--- config.mk ---
export PLATFORM = sky130hd
export DESIGN_NAME = irq_prio_ctrl
export DESIGN_NICKNAME = d
export VERILOG_FILES = /design/src/rtl/irq_prio_pkg.sv /design/src/rtl/irq_level_decode.sv /design/src/rtl/irq_rank_arbiter.sv /design/src/rtl/irq_level_stack.sv /design/src/rtl/irq_prio_ctrl.sv
export SDC_FILE = /design/constraint.sdc
export NUM_CORES = 1
export LEC_CHECK = 0
export ABC_AREA = 1
export BUFFER_PORTS_ARGS = -buffer_cell sky130_fd_sc_hd__buf_2
export CELL_PAD_IN_SITES_DETAIL_PLACEMENT = 2
export CELL_PAD_IN_SITES_GLOBAL_PLACEMENT = 2
export CORE_MARGIN = 2
export CORE_UTILIZATION = 34
export DETAILED_ROUTE_END_ITERATION = 6
export GPL_ROUTABILITY_DRIVEN = 0
export HOLD_SLACK_MARGIN = 0.06
export PLACE_DENSITY_LB_ADDON = 0.1
export SLEW_MARGIN = 5
export SYNTH_ARGS = -nofsm -noshare
export SYNTH_HDL_FRONTEND = slang
export SYNTH_SLANG_ARGS = --single-unit
--- constraint.sdc ---
create_clock -name clk -period 9.8 [get_ports clk]
set_input_delay 0.98 -clock clk [delete_from_list [all_inputs] [get_ports clk]]
set_output_delay 0.98 -clock clk [all_outputs]
set_load 0.01 [all_outputs]
--- src/rtl/irq_prio_pkg.sv ---
`timescale 1ns/1ps
package irq_prio_pkg;

   typedef logic [1:0] lvl_t;

   localparam logic [1:0] SLP_RUN  = 2'b00;
   localparam logic [1:0] SLP_WAIT = 2'b01;

   function automatic lvl_t code_to_level(input logic [1:0] code);
      lvl_t l;
      case (code)
         2'b11:   l = 2'd3;
         2'b10:   l = 2'd0;
         2'b01:   l = 2'd1;
         default: l = 2'd2;
      endcase
      return l;
   endfunction

   function automatic logic is_halted(input logic [1:0] st);
      return st[1];
   endfunction

endpackage

--- src/rtl/irq_level_decode.sv ---
`timescale 1ns/1ps
module irq_level_decode
   import irq_prio_pkg::*;
#(
   parameter int N_SRC = 5
) (
   input  logic [2*N_SRC-1:0]      code_in,
   output logic [N_SRC-1:0][1:0]   lvl_out
);
   for (genvar g = 0; g < N_SRC; g++) begin : g_src
      assign lvl_out[g] = code_to_level(code_in[2*g +: 2]);
   end
endmodule

--- src/rtl/irq_rank_arbiter.sv ---
`timescale 1ns/1ps
module irq_rank_arbiter #(
   parameter int N_SRC = 5,
   localparam int IDX_W = (N_SRC > 1) ? $clog2(N_SRC) : 1
) (
   input  logic [N_SRC-1:0]        elig,
   input  logic [N_SRC-1:0][1:0]   lvl,
   output logic                    found,
   output logic [IDX_W-1:0]        best_idx,
   output logic [1:0]              best_lvl
);
   // Scan from the lowest rank up; ">=" lets a lower index take a tie.
   always_comb begin
      found    = 1'b0;
      best_idx = '0;
      best_lvl = '0;
      for (int i = N_SRC - 1; i >= 0; i--) begin
         if (elig[i] && (!found || lvl[i] >= best_lvl)) begin
            found    = 1'b1;
            best_idx = IDX_W'(i);
            best_lvl = lvl[i];
         end
      end
   end
endmodule

--- src/rtl/irq_level_stack.sv ---
`timescale 1ns/1ps
module irq_level_stack #(
   parameter int DEPTH = 5,
   parameter int WIDTH = 2,
   localparam int SP_W = $clog2(DEPTH + 1),
   localparam int AW   = (DEPTH > 1) ? $clog2(DEPTH) : 1
) (
   input  logic             clk,
   input  logic             rst_n,
   input  logic             push,
   input  logic [WIDTH-1:0] push_data,
   input  logic             pop,
   output logic [WIDTH-1:0] pop_data,
   output logic             empty,
   output logic             ovf
);
   logic [WIDTH-1:0] mem_q [DEPTH];
   logic [SP_W-1:0]  sp_q;
   logic [SP_W-1:0]  top_ptr;
   logic             full;

   assign full     = (sp_q == SP_W'(DEPTH));
   assign empty    = (sp_q == '0);
   assign top_ptr  = sp_q - SP_W'(1);
   assign pop_data = mem_q[top_ptr[AW-1:0]];

   always_ff @(posedge clk or negedge rst_n) begin
      if (!rst_n) begin
         sp_q <= '0;
         ovf  <= 1'b0;
         for (int i = 0; i < DEPTH; i++) mem_q[i] <= '0;
      end else if (push) begin
         if (full) begin
            ovf <= 1'b1;
         end else begin
            mem_q[sp_q[AW-1:0]] <= push_data;
            sp_q <= sp_q + SP_W'(1);
         end
      end else if (pop && !empty) begin
         sp_q <= top_ptr;
      end
   end

   assert_no_pushpop_R5: assert property (@(posedge clk) disable iff (!rst_n)
      !(push && pop));

   assert_ovf_sticky_R11: assert property (@(posedge clk) disable iff (!rst_n)
      ovf |=> ovf);

   assert_full_push_R11: assert property (@(posedge clk) disable iff (!rst_n)
      (push && full) |=> ovf);
endmodule

--- src/rtl/irq_prio_ctrl.sv ---
`timescale 1ns/1ps
module irq_prio_ctrl
   import irq_prio_pkg::*;
#(
   parameter int N_SRC       = 5,
   parameter int STACK_DEPTH = N_SRC,
   parameter bit WAKE_REG    = 1'b0,
   localparam int IDX_W = (N_SRC > 1) ? $clog2(N_SRC) : 1
) (
   input  logic                 clk,
   input  logic                 rst_n,
   input  logic [N_SRC-1:0]     req_pend,
   input  logic [2*N_SRC-1:0]   prio_code,
   input  logic [N_SRC-1:0]     halt_ok,
   input  logic                 nest_mode,
   input  logic [1:0]           sleep_state,
   input  logic                 rti_strobe,
   input  logic                 grant_ack,
   output logic [IDX_W-1:0]     grant_idx,
   output logic                 take_pulse,
   output logic                 wake,
   output logic [1:0]           cpu_level,
   output logic                 stack_ovf
);
   if (N_SRC < 2) begin : g_bad_src
      $error("irq_prio_ctrl: N_SRC must be at least 2");
   end
   if (STACK_DEPTH < 1) begin : g_bad_depth
      $error("irq_prio_ctrl: STACK_DEPTH must be at least 1");
   end

   logic [N_SRC-1:0][1:0] src_lvl;
   logic [N_SRC-1:0]      elig;
   logic [N_SRC-1:0]      elig_all;
   logic                  found;
   logic [IDX_W-1:0]      win_idx;
   logic [1:0]            win_lvl;
   lvl_t                  cur_level_q;
   logic                  ack_wait_q;
   logic                  post_halt_q;
   logic                  halt_filter;
   logic                  stk_empty;
   logic [1:0]            stk_top;
   logic                  fire;
   logic                  wake_c;

   irq_level_decode #(.N_SRC(N_SRC)) u_decode (
      .code_in (prio_code),
      .lvl_out (src_lvl)
   );

   assign halt_filter = is_halted(sleep_state) || post_halt_q;

   for (genvar g = 0; g < N_SRC; g++) begin : g_elig
      assign elig_all[g] = req_pend[g] && (src_lvl[g] > cur_level_q);
      assign elig[g]     = elig_all[g] && (!halt_filter || halt_ok[g]);
   end

   irq_rank_arbiter #(.N_SRC(N_SRC)) u_arb (
      .elig     (elig),
      .lvl      (src_lvl),
      .found    (found),
      .best_idx (win_idx),
      .best_lvl (win_lvl)
   );

   assign fire = found && (sleep_state == SLP_RUN) && !ack_wait_q &&
                 !rti_strobe && (nest_mode || stk_empty);

   irq_level_stack #(.DEPTH(STACK_DEPTH), .WIDTH(2)) u_stack (
      .clk       (clk),
      .rst_n     (rst_n),
      .push      (fire),
      .push_data (cur_level_q),
      .pop       (rti_strobe),
      .pop_data  (stk_top),
      .empty     (stk_empty),
      .ovf       (stack_ovf)
   );

   always_ff @(posedge clk or negedge rst_n) begin
      if (!rst_n) begin
         cur_level_q <= 2'd0;
         ack_wait_q  <= 1'b0;
         take_pulse  <= 1'b0;
         grant_idx   <= '0;
         post_halt_q <= 1'b0;
      end else begin
         take_pulse <= fire;
         if (fire) begin
            grant_idx   <= win_idx;
            cur_level_q <= win_lvl;
            ack_wait_q  <= 1'b1;
         end else begin
            if (grant_ack) ack_wait_q <= 1'b0;
            if (rti_strobe && !stk_empty) cur_level_q <= stk_top;
         end
         if (is_halted(sleep_state)) post_halt_q <= 1'b1;
         else if (fire)              post_halt_q <= 1'b0;
      end
   end

   assign cpu_level = cur_level_q;

   always_comb begin
      if (sleep_state == SLP_WAIT)     wake_c = |elig_all;
      else if (is_halted(sleep_state)) wake_c = |(elig_all & halt_ok);
      else                             wake_c = 1'b0;
   end

   if (WAKE_REG) begin : g_wake_reg
      always_ff @(posedge clk or negedge rst_n) begin
         if (!rst_n) wake <= 1'b0;
         else        wake <= wake_c;
      end
   end else begin : g_wake_comb
      assign wake = wake_c;

      assert_halt_wake_R9: assert property (@(posedge clk) disable iff (!rst_n)
         (is_halted(sleep_state) && wake) |-> (|(req_pend & halt_ok)));

      assert_run_nowake_R8: assert property (@(posedge clk) disable iff (!rst_n)
         (sleep_state == SLP_RUN) |-> !wake);
   end

   assert_take_single_R3: assert property (@(posedge clk) disable iff (!rst_n)
      take_pulse |=> !take_pulse);

   assert_idx_hold_R3: assert property (@(posedge clk) disable iff (!rst_n)
      (ack_wait_q && !grant_ack) |=> $stable(grant_idx));

   assert_run_only_R3: assert property (@(posedge clk) disable iff (!rst_n)
      (sleep_state != SLP_RUN) |=> !take_pulse);

   assert_level_rise_R4: assert property (@(posedge clk) disable iff (!rst_n)
      take_pulse |-> (cur_level_q > $past(cur_level_q)));

   assert_rti_nogrant_R5: assert property (@(posedge clk) disable iff (!rst_n)
      rti_strobe |=> !take_pulse);

   assert_concurrent_hold_R6: assert property (@(posedge clk) disable iff (!rst_n)
      (!nest_mode && !stk_empty) |=> !take_pulse);

   assert_halt_first_R10: assert property (@(posedge clk) disable iff (!rst_n)
      (take_pulse && $past(post_halt_q)) |->
         (|($past(halt_ok) & (N_SRC'(1) << grant_idx))));
endmodule

==> impl_metrics.tcl, run 1 <==
set metrics [dict create \
    status "complete, no violations" \
    dp_hpwl_um 4870 \
    leakagePower_uw 0.00131 \
    grt_setup_unrepaired "no" \
    core-area_mm2 0.00582 \
    root_buffer "clkbuf_8" \
    syn_area_per_cell_um2 7.29 \
    start_util 0.346 \
    postSynthCellCount 276 \
    post-route-min-period_ns 6.01 \
    diodes 0 \
    firstDrtPassIters 4 \
    critPathSlowestCell "a21boi_0" \
    layout.cells.non_filler 386 \
    ir_worst_vdd_mv 0.107 \
    worstPathRequired_ns 9.99 \
    drive_gt1_frac 0.180 \
    r2r_slack_ns 4.13 \
    htree_levels 1 \
    grt_usage 0.194 \
    worstSetupStartpointType "input pin" \
    cts-resized-gates 0 \
    syn_area_mm2 0.00201 \
    cts_setup_buffers 0 \
    detail_route.vias_per_cell 5.02 \
    final_hold_viol_count 0 \
    hp-class "register to register" \
    slew_viol_final 0 \
    clkTransAtPathRegs_ns 0.08 \
    grt_overflow 0 \
    criticalPathCategory "input pin to register" \
    yosysWarnings 0 \
    cts_buffer_depth 2 \
    grt_pass1_vias 2047 \
    fp-row-count 28 \
    die_w_um 81.0 \
    cts_buffers 3 \
    dpl.cell_count 382 \
    finalSetupViolCount 0 \
    ys_seq_area_frac 0.273 \
    end_kind "register" \
    dieArea_mm2 0.00655 \
    fp.dieH_um 81.0 \
    io_buffers 34 \
    layout_commonest_cell "nand2_1" \
    cts_sinks 22 \
    syn_to_final_growth_pct 14.8 \
    grt_pass1_wl_um 9820 \
    cts_tree "done" \
    power_uw 568 \
    layout.nets 371 \
    finalWirelength_um 5840 \
    worst_pin_slew_ns 0.515 \
    slew_headroom 0.657 \
    finalClockSkew_ns 0.00205 \
    synth_cell_types 39 \
    setup_tns_ns 0 \
    final_antenna_net_count 0 \
    fin_crit_sh 0.613 \
    wire_per_inst_um 15.1 \
    cp_slowest_stage_delay_ns 0.31 \
    drcViolationCount 0 \
    max_freq_mhz 166 \
    vias 1938 \
    grt_max_degree 23 \
    antenna_found_initial 0 \
    worstPathMaxFanout 7 \
    worstSkewPairLatency_ns 0.27 \
    drtIter0Drc 69 \
    arrival_ns 6.20 \
    postCtsHoldBufs 0 \
    maxCapViolations 0 \
    powerDensity_mw_per_mm2 246 \
    syn_nets 335 \
    ys_seq_elements 22 \
    cpMostUsedCell "nand2_1" \
    final_cell_mix "nand2_1 (60), inv_1 (42), buf_2 (34)" \
    design.portCount 35 \
]
## report_power, final
part | leakage (uW) | internal (uW) | switching (uW)
registers | 0.000286 | 125 | 36.3
clock network | 0.0000288 | 35.9 | 30.5
logic | 0.00100 | 127 | 214
total | 0.00131 | 287 | 281
## state kept, by name, summed over array words and instances (netlist names)
signal	count
grant_idx	3
ack_wait_q	1
u_stack.sp_q	3
u_stack.mem_q	10
cpu_level	2
u_stack.ovf	1
post_halt_q	1
take_pulse	1
## cell families (layout without fill, tap and decap cells)
group | count (synthesis) | in the layout | share of synthesized area
AND/OR/NAND/NOR | 118 | 118 | 0.271
buffers and inverters | 49 | 84 | 0.0963
flip-flops | 22 | 22 | 0.273
adder cells (fa/ha/maj) | 32 | 32 | 0.199
AO/OA/AOI/OAI | 52 | 52 | 0.147
XOR/XNOR | 3 | 3 | 0.0131
## stage by stage
| stage | area [um2] | hold slack [ns] | setup slack (ns) | utilization |
|---|---|---|---|---|
| 6_report | 2310 | 0.477 | 3.79 | 0.397 |
| 2_1_floorplan | 2010 | 0.448 | 4.40 | - |
| 5_1_grt | 2310 | 0.495 | 3.09 | 0.397 |
| 4_1_cts | 2310 | 0.484 | 3.71 | 0.397 |
| 3_3_place_gp | 2260 | 0.457 | 3.78 | 0.388 |
| 3_5_place_dp | 2260 | 0.462 | 3.43 | 0.388 |
## cell usage after synthesis, drive strengths merged
library cell | n | area (um2)
a21boi | 1 | 7.51
a21oi | 13 | 65.1
a22o | 1 | 8.76
a31o | 1 | 8.76
a31oi | 1 | 6.26
and2 | 1 | 6.26
buf | 3 | 21.3
clkinv | 1 | 3.75
dfrtp | 22 | 551
ha | 32 | 400
inv | 45 | 169
nand2 | 64 | 260
nand3 | 18 | 100
nand3b | 2 | 15.0
nand4 | 3 | 18.8
nor2 | 24 | 103
nor3 | 2 | 15.0
nor4 | 1 | 6.26
o211ai | 1 | 7.51
o21a | 2 | 15.0
o21ai | 27 | 143
o21bai | 2 | 15.0
o22ai | 2 | 12.5
o31ai | 1 | 7.51
or2 | 3 | 21.3
xnor2 | 2 | 17.5
xor2 | 1 | 8.76
## per-layer routing
metal,GRT usage,vias to the layer above,share of wire
met5,0,-,0
met2,0.372,27,0.53
met1,0.228,936,0.44
li1,-,966,-
met3,0.0178,9,0.019
met4,0.0508,0,0.016
## worst max-delay path, delay by kind of cell
kind                     cells  cell delay (ns)
adder cells (fa/ha/maj)      6             1.52
AO/OA/AOI/OAI                9             1.45
AND/OR/NAND/NOR             17             1.94
buffers and inverters        4             0.28
## final cells by class
type	instances	area (um2)
fillers	743	3500
multi-input cells	205	1270
flip-flops and latches	22	551
inverters	46	173
repair buffers	34	170
well taps	75	93.8
clock buffers	4	55.1
## path summary, 6_finish.rpt
kind | start | cells past startpoint | endpoint
setup / recovery | prio_code[8] | 36 | grant_idx[1]
hold / removal | u_stack.ovf | 1 | u_stack.ovf
setup reg to reg | cpu_level[1] | 34 | grant_idx[1]
hold reg to reg | u_stack.ovf | 1 | u_stack.ovf
max in group asynchronous | rst_n | 1 | u_stack.sp_q[0]
min in group asynchronous | rst_n | 1 | u_stack.mem_q[2]
No activity file was read; power rests on OpenSTA's default activity.
==> run 2, diff against run 1 <==
--- a/config.mk
+++ b/config.mk
@@ -5,12 +5,12 @@
 export SDC_FILE = /design/constraint.sdc
 export NUM_CORES = 1
 export LEC_CHECK = 0
-export ABC_AREA = 1
+export ABC_AREA = 0
 export BUFFER_PORTS_ARGS = -buffer_cell sky130_fd_sc_hd__buf_2
 export CELL_PAD_IN_SITES_DETAIL_PLACEMENT = 2
 export CELL_PAD_IN_SITES_GLOBAL_PLACEMENT = 2
 export CORE_MARGIN = 2
-export CORE_UTILIZATION = 34
+export CORE_UTILIZATION = 33
 export DETAILED_ROUTE_END_ITERATION = 6
 export GPL_ROUTABILITY_DRIVEN = 0
 export HOLD_SLACK_MARGIN = 0.06
==> constraint.sdc (replaced) <==
create_clock -name clk -period 5.3 [get_ports clk]
set_input_delay 0.53 -clock clk [delete_from_list [all_inputs] [get_ports clk]]
set_output_delay 0.53 -clock clk [all_outputs]
set_load 0.01 [all_outputs]
==> impl_metrics.tcl, run 2 <==
set metrics [dict create \
    status "finished with violations" \
    violations "negative setup slack" \
    synth_area_leader_cell "dfrtp_1" \
    synth-async-reset-ratio 1.00 \
    cts_tree "done" \
    ys_seq_elements 22 \
    syn_area_mm2 0.00215 \
    postSynthCellCount 205 \
    worstSkewPairLatency_ns 0.27 \
    hp-class "input pin to asynchronous set/reset pin" \
    clkTransAtPathRegs_ns 0.08 \
    synth_common_cells "ha_1 (32), dfrtp_1 (22), inv_1 (12), nor2_1 (12)" \
    grt_pass1_vias 2209 \
    finalClockSkew_ns 0.00764 \
    cts_sinks 22 \
    leakagePower_uw 0.00144 \
    layout_commonest_cell "buf_4" \
    synth_edf_count 0 \
    synth_most_common_cell "ha_1" \
    grt_max_degree 23 \
    diodes 0 \
    final_antenna_net_count 0 \
    nFillCells 673 \
    largest_reg_flops 10 \
    critPathSlowestCell "a211o_1" \
    vias 1934 \
    htree_levels 1 \
    root_buffer "clkbuf_8" \
    antenna_found_initial 0 \
    worstPathRequired_ns 5.45 \
    final_cell_area_mm2 0.00309 \
    grt_overflow 0 \
    dieArea_mm2 0.00717 \
    max_freq_mhz 180 \
    worstSetupStartpointType "input pin" \
    die_w_um 84.7 \
    reg_top3 "u_stack.mem_q x10, grant_idx x3, u_stack.sp_q x3" \
    layout.cells.non_filler 365 \
    drcViolationCount 0 \
    drive_gt1_frac 0.500 \
    place_area_mm2 0.00276 \
    syn_to_final_growth_pct 43.7 \
    fin_crit_sh 1.05 \
    ir_worst_vdd_mv 0.262 \
    worstPathMaxFanout 4 \
    finalSetupViolCount 5 \
    wire_per_inst_um 18.9 \
    design.portCount 35 \
    fp-row-count 29 \
    dpl.cell_count 349 \
    grt_setup_unrepaired "yes" \
    drtIter0Drc 30 \
    cts_buffer_depth 2 \
    cp_slowest_stage_delay_ns 0.29 \
    layout.nets 348 \
    synth.top_cell.area_share 0.256 \
    yosysWarnings 0 \
    worst_pin_slew_ns 0.827 \
    grt_usage 0.198 \
    ys_seq_area_frac 0.256 \
    slew_headroom 0.443 \
    powerDensity_mw_per_mm2 294 \
    finalWirelength_um 6890 \
    place_worst_setup_slack_ns -0.711 \
    core-area_mm2 0.00631 \
    largest_register "u_stack.mem_q" \
    post-route-util 0.489 \
    yosys-top-cells-area "dfrtp_1 (26%), ha_1 (19%), nor4_4 (4.0%)" \
    setup_ws_ns -0.246 \
    arrival_ns 5.70 \
    grt_pass1_wl_um 11200 \
    end_kind "register" \
    post-route-min-period_ns 5.55 \
    start_util 0.340 \
    cts_buffers 3 \
    syn_nets 264 \
    final_cell_mix "buf_4 (48), buf_2 (32), ha_1 (27)" \
    fp.dieH_um 84.7 \
    criticalPathCategory "input pin to register" \
    cpMostUsedCell "nand2b_4" \
    ys.flop_type "dfrtp_1" \
    slew_viol_final 0 \
    dp_hpwl_um 5420 \
    io_buffers 34 \
    synth_cell_types 60 \
    maxCapViolations 0 \
    firstDrtPassIters 5 \
    detail_route.vias_per_cell 5.30 \
    syn_area_per_cell_um2 10.5 \
    final_hold_viol_count 0 \
]
run 2: kinds of logic after synthesis:
| logic type | share of synthesized area |
|---|---|
| DFF | 0.256 |
| adders and majority gates | 0.186 |
| muxes | 0.0850 |
| AOI/OAI and AO/OA | 0.261 |
| xor gates and xnor gates | 0.00816 |
| buffers and inverters | 0.0367 |
| and+or+nand+nor | 0.167 |
run 2: through the flow:
step / setup TNS, ns / total power, uW / hold slack, ns
3_3_place_gp: -2.16 / 683 / 0.439
5_1_grt: -2.15 / 968 / 0.248
3_5_place_dp: -3.13 / 697 / 0.450
2_1_floorplan: -0.562 / 549 / 0.234
4_1_cts: -0.699 / 897 / 0.237
6_report: -1.07 / 907 / 0.224
run 2: power breakdown:
part           internal (uW)  total (uW)  switching [uW]
sequential               197         252            55.2
clock                    101         162            60.5
combinational            237         494             257
total                    534         907             373
run 2: final timing paths:
kind	startpoint	to	slack, ns	cells past startpoint
max	prio_code[9]	cpu_level[0]	-0.25	30
min	rst_n	u_stack.mem_q[4]	0.22	1
max reg2reg	cpu_level[1]	cpu_level[0]	-0.11	28
min reg2reg	u_stack.ovf	u_stack.ovf	0.47	1
max in group asynchronous	rst_n	u_stack.mem_q[0]	4.72	1
min in group clk	grant_ack	ack_wait_q	0.43	2
run 2: layout make-up:
cell class / instances / area (um2) / share of cell area
inverter: 13 / 63.8 / 0.0207
multi-input combinational: 167 / 1750 / 0.568
sequential: 22 / 551 / 0.178
clock inverter: 1 / 30.0 / 0.00973
tap: 77 / 96.3 / 0.0312
clock buffer: 3 / 41.3 / 0.0134
timing repair buffer: 82 / 552 / 0.179
run 2: timing repair:
item / CTS / global route
buffers inserted: 8 / 4
hold buffers: 0 / 0
endpoints found under the setup margin: 5 / 5
pin swaps: 9 / 2
resized for setup: 21 / 8
run 2: worst max-delay path: cells and delay by family:
family	cells	cell delay, ns
compound gates	14	2.17
fa+ha+maj	6	1.52
simple gates	8	1.34
buf+inv	2	0.12
run 2: routing by layer:
layer / GRT usage / share of wire
met1: 0.241 / 0.43
met2: 0.384 / 0.55
met3: 0.00885 / 0.0074
met4: 0.0390 / 0.0096
met5: 0 / 0
